**src/rtl/hwave_pkg.sv**
```systemverilog
package hwave_pkg;

   localparam int LIM_W = 16;

   typedef logic [LIM_W-1:0] lim_t;

   // Per-profile decode limits, all in pixel pairs.
   typedef struct packed {
      lim_t last_pos;   // total/2 - 1
      lim_t blank_on;   // visible/2
      lim_t sync_on;    // (visible+gap)/2
      lim_t sync_off;   // (visible+gap+sync)/2, exclusive
      lim_t mid_pos;    // total/4
   } prof_lim_t;

   function automatic lim_t to_pairs(input int unsigned pixels);
      return lim_t'(pixels / 2);
   endfunction

endpackage

```
**src/rtl/hwave_profile_table.sv**
```systemverilog
module hwave_profile_table
   import hwave_pkg::*;
#(
   parameter int unsigned NUM_PROF = 3,
   parameter int unsigned SEL_W = 2,
   parameter int unsigned MIN_PORCH = 10,
   parameter int unsigned PIX_TOTAL [NUM_PROF] = '{760, 1440, 1440},
   parameter int unsigned PIX_VIS   [NUM_PROF] = '{656, 1072, 1072},
   parameter int unsigned PIX_GAP   [NUM_PROF] = '{14, 10, 10},
   parameter int unsigned PIX_SYNC  [NUM_PROF] = '{70, 336, 336}
) (
   input  logic [SEL_W-1:0] act_idx,
   output prof_lim_t        lim
);

   prof_lim_t lim_tab [NUM_PROF];

   for (genvar i = 0; i < NUM_PROF; i++) begin : g_prof
      localparam int unsigned T = PIX_TOTAL[i];
      localparam int unsigned V = PIX_VIS[i];
      localparam int unsigned G = PIX_GAP[i];
      localparam int unsigned S = PIX_SYNC[i];

      assign lim_tab[i].last_pos = to_pairs(T) - lim_t'(1);
      assign lim_tab[i].blank_on = to_pairs(V);
      assign lim_tab[i].sync_on  = to_pairs(V + G);
      assign lim_tab[i].sync_off = to_pairs(V + G + S);
      assign lim_tab[i].mid_pos  = to_pairs(T / 2);

      // Profile legality, checked once at start-up.
      initial begin
         p_even_r9: assert ((T % 2 == 0) && (V % 2 == 0) && (G % 2 == 0) && (S % 2 == 0))
            else $error("profile %0d has an odd value", i);
         p_total_mod4_r9: assert (T % 4 == 0)
            else $error("profile %0d total not a multiple of 4", i);
         p_vis_mod4_r9: assert (V % 4 == 0)
            else $error("profile %0d visible not a multiple of 4", i);
         p_front_mod4_r9: assert (T > V + G && (T - V - G) % 4 == 2)
            else $error("profile %0d blank edge on odd boundary", i);
         p_front_porch_r9: assert (G >= MIN_PORCH)
            else $error("profile %0d gap before sync too short", i);
         p_back_porch_r9: assert (T >= V + G + S + MIN_PORCH)
            else $error("profile %0d blank after sync too short", i);
         p_fits_r9: assert (T / 2 < (1 << LIM_W))
            else $error("profile %0d too long for limit width", i);
      end
   end

   always_comb begin
      lim = lim_tab[0];
      for (int k = 0; k < NUM_PROF; k++) begin
         if (act_idx == SEL_W'(k)) lim = lim_tab[k];
      end
   end

endmodule

```
**src/rtl/hwave_line_counter.sv**
```systemverilog
module hwave_line_counter
   import hwave_pkg::*;
#(
   parameter int unsigned NUM_PROF = 3,
   parameter int unsigned SEL_W = 2,
   parameter int unsigned CNT_W = 10
) (
   input  logic             clk,
   input  logic             rst_n,
   input  logic             step_en,
   input  logic [SEL_W-1:0] prof_sel,
   input  lim_t             last_pos,
   output logic [SEL_W-1:0] act_idx,
   output logic [CNT_W-1:0] nxt_pos
);

   logic [CNT_W-1:0] cnt_q;
   logic [SEL_W-1:0] act_q;
   logic             wrap_go;
   logic             sel_ok;

   assign wrap_go = step_en && (lim_t'(cnt_q) == last_pos);
   assign sel_ok  = ({1'b0, prof_sel} < (SEL_W+1)'(NUM_PROF));

   always_comb begin
      nxt_pos = cnt_q;
      if (step_en) nxt_pos = wrap_go ? '0 : cnt_q + CNT_W'(1);
   end

   always_ff @(posedge clk) begin
      if (!rst_n) begin
         cnt_q <= '0;
         act_q <= '0;
      end else begin
         cnt_q <= nxt_pos;
         if (wrap_go && sel_ok) act_q <= prof_sel;
      end
   end

   assign act_idx = act_q;

   p_hold_idle_r2: assert property (@(posedge clk) disable iff (!rst_n)
      !step_en |=> $stable(cnt_q));
   p_prof_at_wrap_r7: assert property (@(posedge clk) disable iff (!rst_n)
      !$stable(act_q) |-> $past(wrap_go));
   p_prof_valid_r8: assert property (@(posedge clk) disable iff (!rst_n)
      {1'b0, act_q} < (SEL_W+1)'(NUM_PROF));

endmodule

```
**src/rtl/hwave_strobe_decode.sv**
```systemverilog
module hwave_strobe_decode
   import hwave_pkg::*;
#(
   parameter int unsigned CNT_W = 10
) (
   input  logic             clk,
   input  logic             rst_n,
   input  logic             step_en,
   input  logic [CNT_W-1:0] nxt_pos,
   input  prof_lim_t        lim,
   output logic             hblank,
   output logic             hsync,
   output logic             half_line,
   output logic             line_end
);

   lim_t pos_w;
   logic blank_q, sync_q, half_q, end_q;

   assign pos_w = lim_t'(nxt_pos);

   always_ff @(posedge clk) begin
      if (!rst_n) begin
         blank_q <= 1'b0;
         sync_q  <= 1'b0;
         half_q  <= 1'b0;
         end_q   <= 1'b0;
      end else begin
         blank_q <= (pos_w >= lim.blank_on);
         sync_q  <= (pos_w >= lim.sync_on) && (pos_w < lim.sync_off);
         half_q  <= step_en && (pos_w == lim.mid_pos);
         end_q   <= step_en && (pos_w == lim.last_pos);
      end
   end

   assign hblank    = blank_q;
   assign hsync     = sync_q;
   assign half_line = half_q;
   assign line_end  = end_q;

   p_sync_in_blank_r4: assert property (@(posedge clk) disable iff (!rst_n)
      sync_q |-> blank_q);
   p_half_once_r5: assert property (@(posedge clk) disable iff (!rst_n)
      half_q |=> !half_q);
   p_end_once_r6: assert property (@(posedge clk) disable iff (!rst_n)
      end_q |=> !end_q);
   p_end_in_blank_r3: assert property (@(posedge clk) disable iff (!rst_n)
      end_q |-> blank_q);

endmodule

```
**src/rtl/hwave_gen.sv**
```systemverilog
module hwave_gen
   import hwave_pkg::*;
#(
   parameter int unsigned NUM_PROF = 3,
   parameter int unsigned SEL_W = 2,
   parameter int unsigned CNT_W = 10,
   parameter int unsigned MIN_PORCH = 10,
   parameter int unsigned PIX_TOTAL [NUM_PROF] = '{760, 1440, 1440},
   parameter int unsigned PIX_VIS   [NUM_PROF] = '{656, 1072, 1072},
   parameter int unsigned PIX_GAP   [NUM_PROF] = '{14, 10, 10},
   parameter int unsigned PIX_SYNC  [NUM_PROF] = '{70, 336, 336}
) (
   input  logic             clk,
   input  logic             rst_n,
   input  logic             step_en,
   input  logic [SEL_W-1:0] prof_sel,
   output logic             hblank,
   output logic             hsync,
   output logic             half_line,
   output logic             line_end
);

   initial begin
      p_sel_width_r8: assert ((1 << SEL_W) >= NUM_PROF)
         else $error("select too narrow for profile count");
      p_cnt_width_r9: assert (CNT_W <= LIM_W)
         else $error("counter wider than limit type");
   end

   for (genvar i = 0; i < NUM_PROF; i++) begin : g_cnt_fit
      initial begin
         p_cnt_fit_r9: assert (PIX_TOTAL[i] / 2 <= (1 << CNT_W))
            else $error("profile %0d exceeds counter range", i);
      end
   end

   prof_lim_t        lim;
   logic [SEL_W-1:0] act_idx;
   logic [CNT_W-1:0] nxt_pos;

   hwave_profile_table #(
      .NUM_PROF (NUM_PROF),
      .SEL_W    (SEL_W),
      .MIN_PORCH(MIN_PORCH),
      .PIX_TOTAL(PIX_TOTAL),
      .PIX_VIS  (PIX_VIS),
      .PIX_GAP  (PIX_GAP),
      .PIX_SYNC (PIX_SYNC)
   ) u_table (
      .act_idx(act_idx),
      .lim    (lim)
   );

   hwave_line_counter #(
      .NUM_PROF(NUM_PROF),
      .SEL_W   (SEL_W),
      .CNT_W   (CNT_W)
   ) u_counter (
      .clk     (clk),
      .rst_n   (rst_n),
      .step_en (step_en),
      .prof_sel(prof_sel),
      .last_pos(lim.last_pos),
      .act_idx (act_idx),
      .nxt_pos (nxt_pos)
   );

   hwave_strobe_decode #(
      .CNT_W(CNT_W)
   ) u_decode (
      .clk      (clk),
      .rst_n    (rst_n),
      .step_en  (step_en),
      .nxt_pos  (nxt_pos),
      .lim      (lim),
      .hblank   (hblank),
      .hsync    (hsync),
      .half_line(half_line),
      .line_end (line_end)
   );

endmodule

```
**config.mk**
```make
export PLATFORM = sky130hd
export DESIGN_NAME = hwave_gen
export DESIGN_NICKNAME = d
export VERILOG_FILES = /design/src/rtl/hwave_pkg.sv /design/src/rtl/hwave_profile_table.sv /design/src/rtl/hwave_line_counter.sv /design/src/rtl/hwave_strobe_decode.sv /design/src/rtl/hwave_gen.sv
export SDC_FILE = /design/constraint.sdc
export NUM_CORES = 1
export LEC_CHECK = 0
export CORE_UTILIZATION = 50
export DETAILED_ROUTE_END_ITERATION = 6
export PLACE_DENSITY = 0.77
export SLEW_MARGIN = 20
export SYNTH_ARGS = -nofsm -noshare
export SYNTH_HDL_FRONTEND = slang
export SYNTH_SLANG_ARGS = --single-unit
export TNS_END_PERCENT = 30
```
**constraint.sdc**
```tcl
create_clock -name clk -period 9.3 [get_ports clk]
set_input_delay 1.395 -clock clk [delete_from_list [all_inputs] [get_ports clk]]
set_output_delay 1.395 -clock clk [all_outputs]
set_load 0.1 [all_outputs]
```
==> summary.txt, run 1 <==
Setup path
  • Slowest CP cell: a2111oi_0
  • CP endpoint kind: flop
  • Startpoint Class: primary input
  • CP arrival: 4.52 ns
  • Crit-path cells: clkdlybuf4s50_1 -> nand4_1 -> or3_1 -> a211oi_1 -> ha_1 -> inv_1 -> a2111oi_0 -> o311ai_1 -> o21bai_1 -> a211oi_1
  • Most frequent CP cell: a211oi_1
  • Setup CP Type: in -> reg
  • Worst path max stage delay: 0.69 ns
  • CP Data Required Time: 9.49 ns
  • Crit path max fanout: 10

Timing
  • Clk_skew: 0.00137 ns
  • Final setup viols: 0
  • Tcrit/Tclk final: 46.6%
  • RSZ-0062 raised after global routing: no
  • F_max: 0.231 GHz
  • Normalized max-slew margin: 35.5%
  • Worst slew pin tran: 0.965 ns
  • Minimum clock period: 4.33 ns
  • Hold Vio Cnt, Final: 0
  • Hold slack: 0.517 ns
  • Pins Over Slew Limit: 0
  • Setup tns final: 0 ns

Route
  • Post-route ant nets: 0
  • Vias per std cell: 6.17
  • Initial drt markers: 33
  • DRT Pass-1 Iters: 4
  • Drt drc: 0
  • Total number of vias: 969
  • Final wirelength: 2360 um
  • Wire per inst: 15.0 um

Floorplan
  • Die X: 48.2 um
  • I/O pins: 9
  • Starting density of the core: 53.9%
  • Die H: 48.2 um
  • Core Rows: 16
  • Die ar.: 2330 um^2
  • Core area: 1980 um^2

Synth
  • Syn Area/Cell: 8.90 um^2
  • Top FF cell, synth: dfxtp_1
  • #FFs+latches synth: 16
  • Synthesized area: 1070 um^2
  • Sequential share of the synthesized area: 30.0%
  • Async S/R FF share, synth: 0%
  • Post-Syn Instances: 120
  • Yosys synthesis warning count: 0
  • Netlist cell types: 35
  • Post-synth EDFFs: 0
  • Syn_nets: 137

Pwr
  • Pwr/cell area: 106 nW/um^2
  • Max VDD drop: 0.000106 V
  • P_leak: 0.505 nW

Job
  • Max Cap Viol: 0

CTS
  • Clk_lat worst skew: 0.29 ns
  • TritonCTS buffer count: 3
  • CTS Root Cell: clkbuf_4
  • Post-CTS resize count: 0
  • CTS tree: done
  • Post-cts hold buffer count: 0
  • Post-CTS setup buffer count: 0
  • Clock sink total: 16
  • Depth of the CTS H-tree: 1
  • Max Buffers Root-to-Sink: 2
  • Clock transition at path regs: 0.10 ns

GRT
  • First-pass GRT wire length: 3910 um
  • Maximum number of pins on one net before global-route repair: 11
  • Total grt overflow: 0
  • Initial antenna violation count: 0
  • Via count of the first global-routing pass: 862
  • GRT Overall Usage: 24.4%

Layout
  • # fillers: 167
  • Antenna cells: 0
  • Ratio of cells with drive above 1 in the final layout: 10.8%
  • Nets: 148
  • Register area: 320 um^2
  • Synthesis-to-finish area growth: 12.3%
  • Final Core Density: 60.5%
  • Post-route insts no fill: 157
  • Multi-input logic area: 714 um^2

Placement
  • Port Buffers: 8
  • Hpwl dp: 1810 um
  • Placed cells: 153
  • RePlAce Congestion: 0.841

Min path
  • Hold crit path type: reg -> reg

Outcome
  • Status: completed
routing by layer:
layer  global-route usage (%)  vias up  wire (um)
met5                        0        -          0
met4                     12.2        0         82
met3                     3.70       10        115
met2                     36.5       30       1110
met1                     34.0      463       1050
li1                         -      466          -
registers in the layout (all words and copies together), names as in the netlist:
register	count
u_counter.act_idx	2
u_decode.hblank	1
u_decode.line_end	1
u_counter.cnt_q	10
u_decode.hsync	1
u_decode.half_line	1
metrics by stage:
stage          power [mW]  instance area (um^2)  setup WS, ns
2_1_floorplan      0.0782                  1070          5.63
3_3_place_gp       0.0810                  1160          4.86
3_5_place_dp       0.0813                  1160          4.72
4_1_cts             0.129                  1200          5.03
5_1_grt             0.133                  1200          4.70
6_report            0.127                  1200          4.97
placed cells by master (no fill, tap or decap), types with 5 or more instances in the layout:
cell type,n
nand2_1,7
clkdlybuf4s50_1,8
nand3_1,8
ha_1,12
nor2_1,9
o21ai_0,5
and2_1,5
dfxtp_1,16
nor3_1,10
critical path, delay by kind of cell:
family,cells,cell delay [ns]
and+or+nand+nor,2,0.67
buffers and inverters,2,0.68
adders and majority gates,1,0.18
AOI/OAI and AO/OA,5,1.58
power by group:
| part | internal [mW] | switching [mW] |
|---|---|---|
| sequential | 0.0691 | 0.000693 |
| combinational | 0.00518 | 0.00487 |
| clock | 0.0238 | 0.0234 |
final cells by class:
type,count,area share [%]
Inverter,4,1.25
Multi-Input combinational cell,98,59.5
Clock buffer,4,3.02
Tap cell,27,2.82
Timing Repair Buffer,8,6.67
Sequential cell,16,26.7
path summary, 6_finish.rpt:
path,start,end,slack (ns),cells after the start
max,step_en,u_decode.hsync,4.97,10
min,u_counter.act_idx[1],u_counter.act_idx[1],0.52,2
max reg2reg,u_counter.act_idx[1],u_decode.hsync,5.55,10
min reg2reg,u_counter.act_idx[1],u_counter.act_idx[1],0.52,2
logic make-up (layout without fill, tap and decap cells):
logic type	after synthesis	count (layout)	share of synthesized area, %
XOR/XNOR	6	6	4.92
AND/OR/NAND/NOR	59	59	33.3
adder cells (fa/ha/maj)	12	12	14.1
buffers and inverters	6	16	3.16
AO/OA/AOI/OAI	21	21	14.6
flip-flops	16	16	30.0
cells in the mapped netlist, types with 2 or more instances:
library cell  number  area [um^2]
a21oi_1            2         10.0
nor4b_1            2         17.5
inv_1              4         15.0
a211oi_1           4         30.0
o21ai_0            5         25.0
nor2_1             9         33.8
nand3_1            8         40.0
or3_1              4         25.0
nand2_1            7         26.3
xor2_1             4         35.0
xnor2_1            2         17.5
or2b_2             2         17.5
and2_1             5         31.3
nor3_1            10         50.1
a21o_1             4         30.0
nand4_1            3         18.8
ha_1              12          150
dfxtp_1           16          320
(Power assumes the default switching activity.)
==> inputs of run 2 (changes only) <==
- clock period: 9.3 -> 4.55 ns (I/O delays scaled with it)
==> run 2 against run 1 <==
Compared with the run above:
- count of clock-buffer cells in the layout unchanged
- sequential share of layout area fell by 0.17 points
- sequential cell count is the same
- final area is 0.63% higher
- critical path type unchanged
- largest cell class unchanged
- largest power group unchanged
==> summary.txt, run 2 (synthesized netlist as in run 1, its figures left out) <==
Route
  • Wire per inst: 15.7 um
  • DRT Pass-1 Iters: 4
  • Total number of vias: 970
  • Initial drt markers: 40
  • Final wirelength: 2490 um
  • Drt drc: 0
  • Post-route ant nets: 0
  • Vias per std cell: 6.14

Setup path
  • CP endpoint kind: flop
  • CP Data Required Time: 4.74 ns
  • Setup CP Type: in -> reg
  • Crit path max fanout: 10
  • CP arrival: 3.84 ns
  • Worst path max stage delay: 0.75 ns
  • Worst reg2reg startpoint: u_counter.cnt_q[5]
  • Crit path from: step_en
  • Startpoint Class: primary input
  • R2R setup slack: 1.28 ns
  • Crit-path cells: clkdlybuf4s50_1 -> nand4_1 -> or3_1 -> a211oi_1 -> ha_1 -> inv_1 -> a2111oi_0 -> o311ai_1 -> o21bai_1 -> a211oi_1
  • Slowest CP cell: a2111oi_0
  • Most frequent CP cell: a211oi_1

Floorplan
  • I/O pins: 9
  • Core area: 1980 um^2
  • Die H: 48.2 um
  • Die ar.: 2330 um^2
  • Starting density of the core: 53.9%
  • Core Rows: 16
  • Die X: 48.2 um

Placement
  • Placement Cell Area: 1170 um^2
  • RePlAce Congestion: 0.844
  • Hpwl dp: 1910 um
  • Port Buffers: 8

CTS
  • TritonCTS buffer count: 3
  • Post-CTS resize count: 0
  • Post-CTS setup buffer count: 0
  • Depth of the CTS H-tree: 1
  • Post-cts hold buffer count: 0
  • Clock sink total: 16
  • CTS Root Cell: clkbuf_4
  • Clk_lat worst skew: 0.29 ns
  • Max Buffers Root-to-Sink: 2
  • Clock transition at path regs: 0.10 ns
  • CTS tree: done

Outcome
  • Status: completed

Layout
  • Reg with most FFs: u_counter.cnt_q
  • Ratio of cells with drive above 1 in the final layout: 11.5%
  • Max reg flops: 10
  • Register area: 320 um^2
  • Most frequent cells in the layout: 16 x dfxtp_1, 12 x ha_1, 10 x nor3_1
  • Antenna cells: 0
  • Cell area after layout: 1210 um^2
  • # fillers: 181
  • Most common cell after layout, fill and taps aside: dfxtp_1
  • Multi-input logic area: 714 um^2
  • Nets: 149
  • Synthesis-to-finish area growth: 13.0%

Pwr
  • Max VDD drop: 0.000171 V
  • Pwr/cell area: 217 nW/um^2
  • P_leak: 0.510 nW

GRT
  • Initial antenna violation count: 0
  • First-pass GRT wire length: 3950 um
  • GRT Overall Usage: 24.6%
  • Total grt overflow: 0
  • Via count of the first global-routing pass: 855
  • Maximum number of pins on one net before global-route repair: 11

Timing
  • Pins Over Slew Limit: 0
  • Hold slack: 0.518 ns
  • Setup tns final: 0 ns
  • F_max: 0.274 GHz
  • Tcrit/Tclk final: 80.2%
  • Hold Vio Cnt, Final: 0
  • Clk_skew: 0.00119 ns
  • RSZ-0062 raised after global routing: no
  • Minimum clock period: 3.65 ns
  • Normalized max-slew margin: 35.3%
  • Final setup viols: 0
  • Worst slew pin tran: 0.967 ns

Min path
  • Hold crit path type: reg -> reg
  • Hold path startpoint: u_counter.act_idx[1]

Job
  • Max Cap Viol: 0
[run 2: changes by cell type in the layout (fill, tap and decap cells not counted)]
cell / change
buf_4: +1
[run 2: layer usage]
layer | GRT usage, % | wire, um | vias up
li1 | - | - | 470
met1 | 34.5 | 1120 | 460
met2 | 38.1 | 1210 | 34
met3 | 2.59 | 103 | 6
met4 | 10.6 | 53 | 0
met5 | 0 | 0 | -
[run 2: layout make-up]
class / count / area share (%)
multi-input cells: 98 / 59.2
flip-flops and latches: 16 / 26.5
repair buffers: 9 / 7.25
clock buffers: 4 / 3.01
well taps: 27 / 2.80
inverters: 4 / 1.24
[run 2: report_power, final]
group	total [mW]	internal [mW]	leakage, nW	switching [mW]
Clock	0.0990	0.0488	0.0210	0.0502
Sequential	0.143	0.141	0.129	0.00150
Combinational	0.0206	0.0106	0.360	0.0101
[run 2: critical path: cells and delay by family]
| family | cells | cell delay [ns] |
|---|---|---|
| simple gates | 2 | 0.64 |
| compound gates | 5 | 1.65 |
| fa+ha+maj | 1 | 0.18 |
| buf+inv | 2 | 0.68 |
[run 2: path summary, 6_finish.rpt]
kind / to / cells after the start
hold / removal: u_counter.act_idx[1] / 2
setup reg to reg: u_decode.hsync / 9
setup / recovery: u_decode.hsync / 10
hold reg to reg: u_counter.act_idx[1] / 2
[run 2: through the flow]
step	instances	setup slack (ns)	utilization, %	total power [mW]
finish	158	0.900	60.9	0.262
global route	158	0.610	60.9	0.270
CTS	158	0.938	60.9	0.264
detailed placement	154	0.676	59.1	0.166
global placement	154	0.824	59.1	0.166
floorplan	120	1.47	-	0.160
==> inputs of run 3 (changes only) <==
- PLACE_DENSITY: 0.77 -> 0.8
- clock period: 4.55 -> 3.1 ns (I/O delays scaled with it)
==> run 3 against run 2 <==
Compared with the run above:
- sequential cell count stayed put
- critical path type is now reg -> reg
- wire length decreased by 2.1%
- register-to-register slack got worse by 1.1 ns
- final area grew 5.4%
- non-clock buffer count is 10 higher
- largest power group unchanged
- total power rose by 45%
- die area is the same
==> summary.txt, run 3 (synthesized netlist as in run 1, its figures left out) <==
Outcome
  • Status: completed

Pwr
  • Max VDD drop: 0.000291 V
  • Combinational Power Share: 8.1%
  • Sequential Power Share: 55.0%
  • Tot Pwr: 0.381 mW
  • P_int: 0.295 mW
  • NetSw: 0.0855 mW
  • Pwr/cell area: 299 nW/um^2
  • Sw frac: 22.5%
  • Clock network power share: 36.9%
  • P_leak: 0.570 nW

Timing
  • Hold slack: 0.509 ns
  • Clk_skew: 0.0102 ns
  • F_max: 0.346 GHz
  • RSZ-0062 raised after global routing: no
  • Hold Vio Cnt, Final: 0
  • Minimum clock period: 2.89 ns
  • Final setup viols: 0
  • Tcrit/Tclk final: 93.3%
  • Normalized max-slew margin: 67.5%
  • Pins Over Slew Limit: 0
  • Worst slew pin tran: 0.484 ns

Floorplan
  • Core Rows: 16
  • Starting density of the core: 53.9%
  • Die ar.: 2330 um^2
  • Die H: 48.2 um
  • Core area: 1980 um^2
  • Die X: 48.2 um
  • I/O pins: 9

Layout
  • Ratio of cells with drive above 1 in the final layout: 20.6%
  • Register area: 320 um^2
  • Most common cell after layout, fill and taps aside: dfxtp_1
  • Antenna cells: 0
  • Final Core Density: 64.2%
  • # fillers: 169
  • Reg with most FFs: u_counter.cnt_q
  • Most frequent cells in the layout: 16 x dfxtp_1, 15 x buf_4, 12 x ha_1
  • Synthesis-to-finish area growth: 19.1%
  • Max reg flops: 10
  • Nets: 159
  • Multi-input logic area: 714 um^2
  • Post-route insts no fill: 168

Setup path
  • Startpoint Class: flop
  • CP Data Required Time: 3.29 ns
  • CP arrival: 3.09 ns
  • Crit-path cells: or4b_4 -> nor4_4 -> a211oi_1 -> buf_4 -> ha_1 -> inv_1 -> a2111oi_0 -> buf_4 -> o311ai_1 -> o21bai_1 -> a211oi_1
  • Critical path's top delay family: simple AND/OR/NAND/NOR gates
  • Setup CP Type: reg -> reg
  • Slowest CP cell: or4b_4
  • Crit path max fanout: 6
  • CP endpoint kind: flop
  • WP buf/inv: 3
  • Worst path max stage delay: 0.50 ns

Min path
  • Hold crit path type: reg -> reg

Placement
  • Placed cells: 164
  • Port Buffers: 8
  • Hpwl dp: 1950 um
  • RePlAce Congestion: 0.957

Route
  • Vias per std cell: 5.68
  • Final wirelength: 2440 um
  • DRT Pass-1 Iters: 4
  • Drt drc: 0
  • Total number of vias: 955
  • Initial drt markers: 17
  • Post-route ant nets: 0
  • Wire per inst: 14.5 um

CTS
  • Post-CTS setup buffer count: 0
  • Post-CTS resize count: 0
  • Clock transition at path regs: 0.10 ns
  • Clock sink total: 16
  • CTS Root Cell: clkbuf_4
  • Post-cts hold buffer count: 0
  • TritonCTS buffer count: 3
  • Max Buffers Root-to-Sink: 2
  • Clk_lat worst skew: 0.30 ns
  • CTS tree: done
  • Depth of the CTS H-tree: 1

GRT
  • Initial antenna violation count: 0
  • First-pass GRT wire length: 3950 um
  • Total grt overflow: 0
  • Via count of the first global-routing pass: 875
  • GRT Overall Usage: 24.4%
  • Maximum number of pins on one net before global-route repair: 10

Job
  • Max Cap Viol: 0
==> run 3: cell types whose count changed in the layout (fill, tap and decap cells not counted) <==
cell	delta
buf_4	+14
clkdlybuf4s50_1	-4
==> run 3: layout make-up <==
class | instances | share of cell area [%]
sequential | 16 | 25.2
clock buffer | 4 | 2.85
timing repair buffer | 19 | 12.0
multi-input combinational | 98 | 56.1
inverter | 4 | 1.18
tap | 27 | 2.65
==> run 3: per-layer routing <==
metal | routed length (um) | part of all wire [%] | track usage [%] | vias up
met5 | 0 | 0 | 0 | -
met4 | 22 | 0.90 | 6.11 | 0
met3 | 84 | 3.4 | 3.70 | 4
met2 | 1180 | 48 | 40.5 | 23
met1 | 1150 | 47 | 33.0 | 440
li1 | - | - | - | 488
==> run 3: power by group through the flow <==
| stage | Combinational (mW) | Clock, mW | Sequential (mW) |
|---|---|---|---|
| 2_1_floorplan | 0.0211 | 0 | 0.214 |
| 3_3_place_gp | 0.0301 | 0 | 0.214 |
| 3_5_place_dp | 0.0306 | 0 | 0.214 |
| 4_1_cts | 0.0308 | 0.143 | 0.209 |
| 5_1_grt | 0.0335 | 0.152 | 0.210 |
| 6_report | 0.0307 | 0.141 | 0.209 |
==> run 3: metrics by stage <==
step | TNS, ns | setup WS (ns) | area (um^2)
6_report | 0 | 0.207 | 1270
5_1_grt | 0 | 0.0399 | 1270
4_1_cts | 0 | 0.197 | 1270
3_5_place_dp | -0.0512 | -0.0401 | 1240
3_3_place_gp | 0 | 0.00890 | 1240
2_1_floorplan | 0 | 0.0227 | 1070
==> run 3: path summary, 6_finish.rpt <==
kind                                      startpoint  slack, ns  depth (start not counted)                   end
worst min register to register  u_counter.act_idx[1]       0.51                          2  u_counter.act_idx[1]
worst max register to register    u_counter.cnt_q[7]       0.21                         11        u_decode.hsync
worst min-delay path            u_counter.act_idx[1]       0.51                          2  u_counter.act_idx[1]
worst max-delay path              u_counter.cnt_q[7]       0.21                         11        u_decode.hsync
==> run 3: worst register-to-register path: stages (launching register included) <==
cell and delay (ns):
dfxtp_1 0.42, or4b_4 0.50, nor4_4 0.37, a211oi_1 0.11, buf_4 0.16, ha_1 0.26, inv_1 0.05, a2111oi_0 0.37
buf_4 0.19, o311ai_1 0.12, o21bai_1 0.16, a211oi_1 0.08
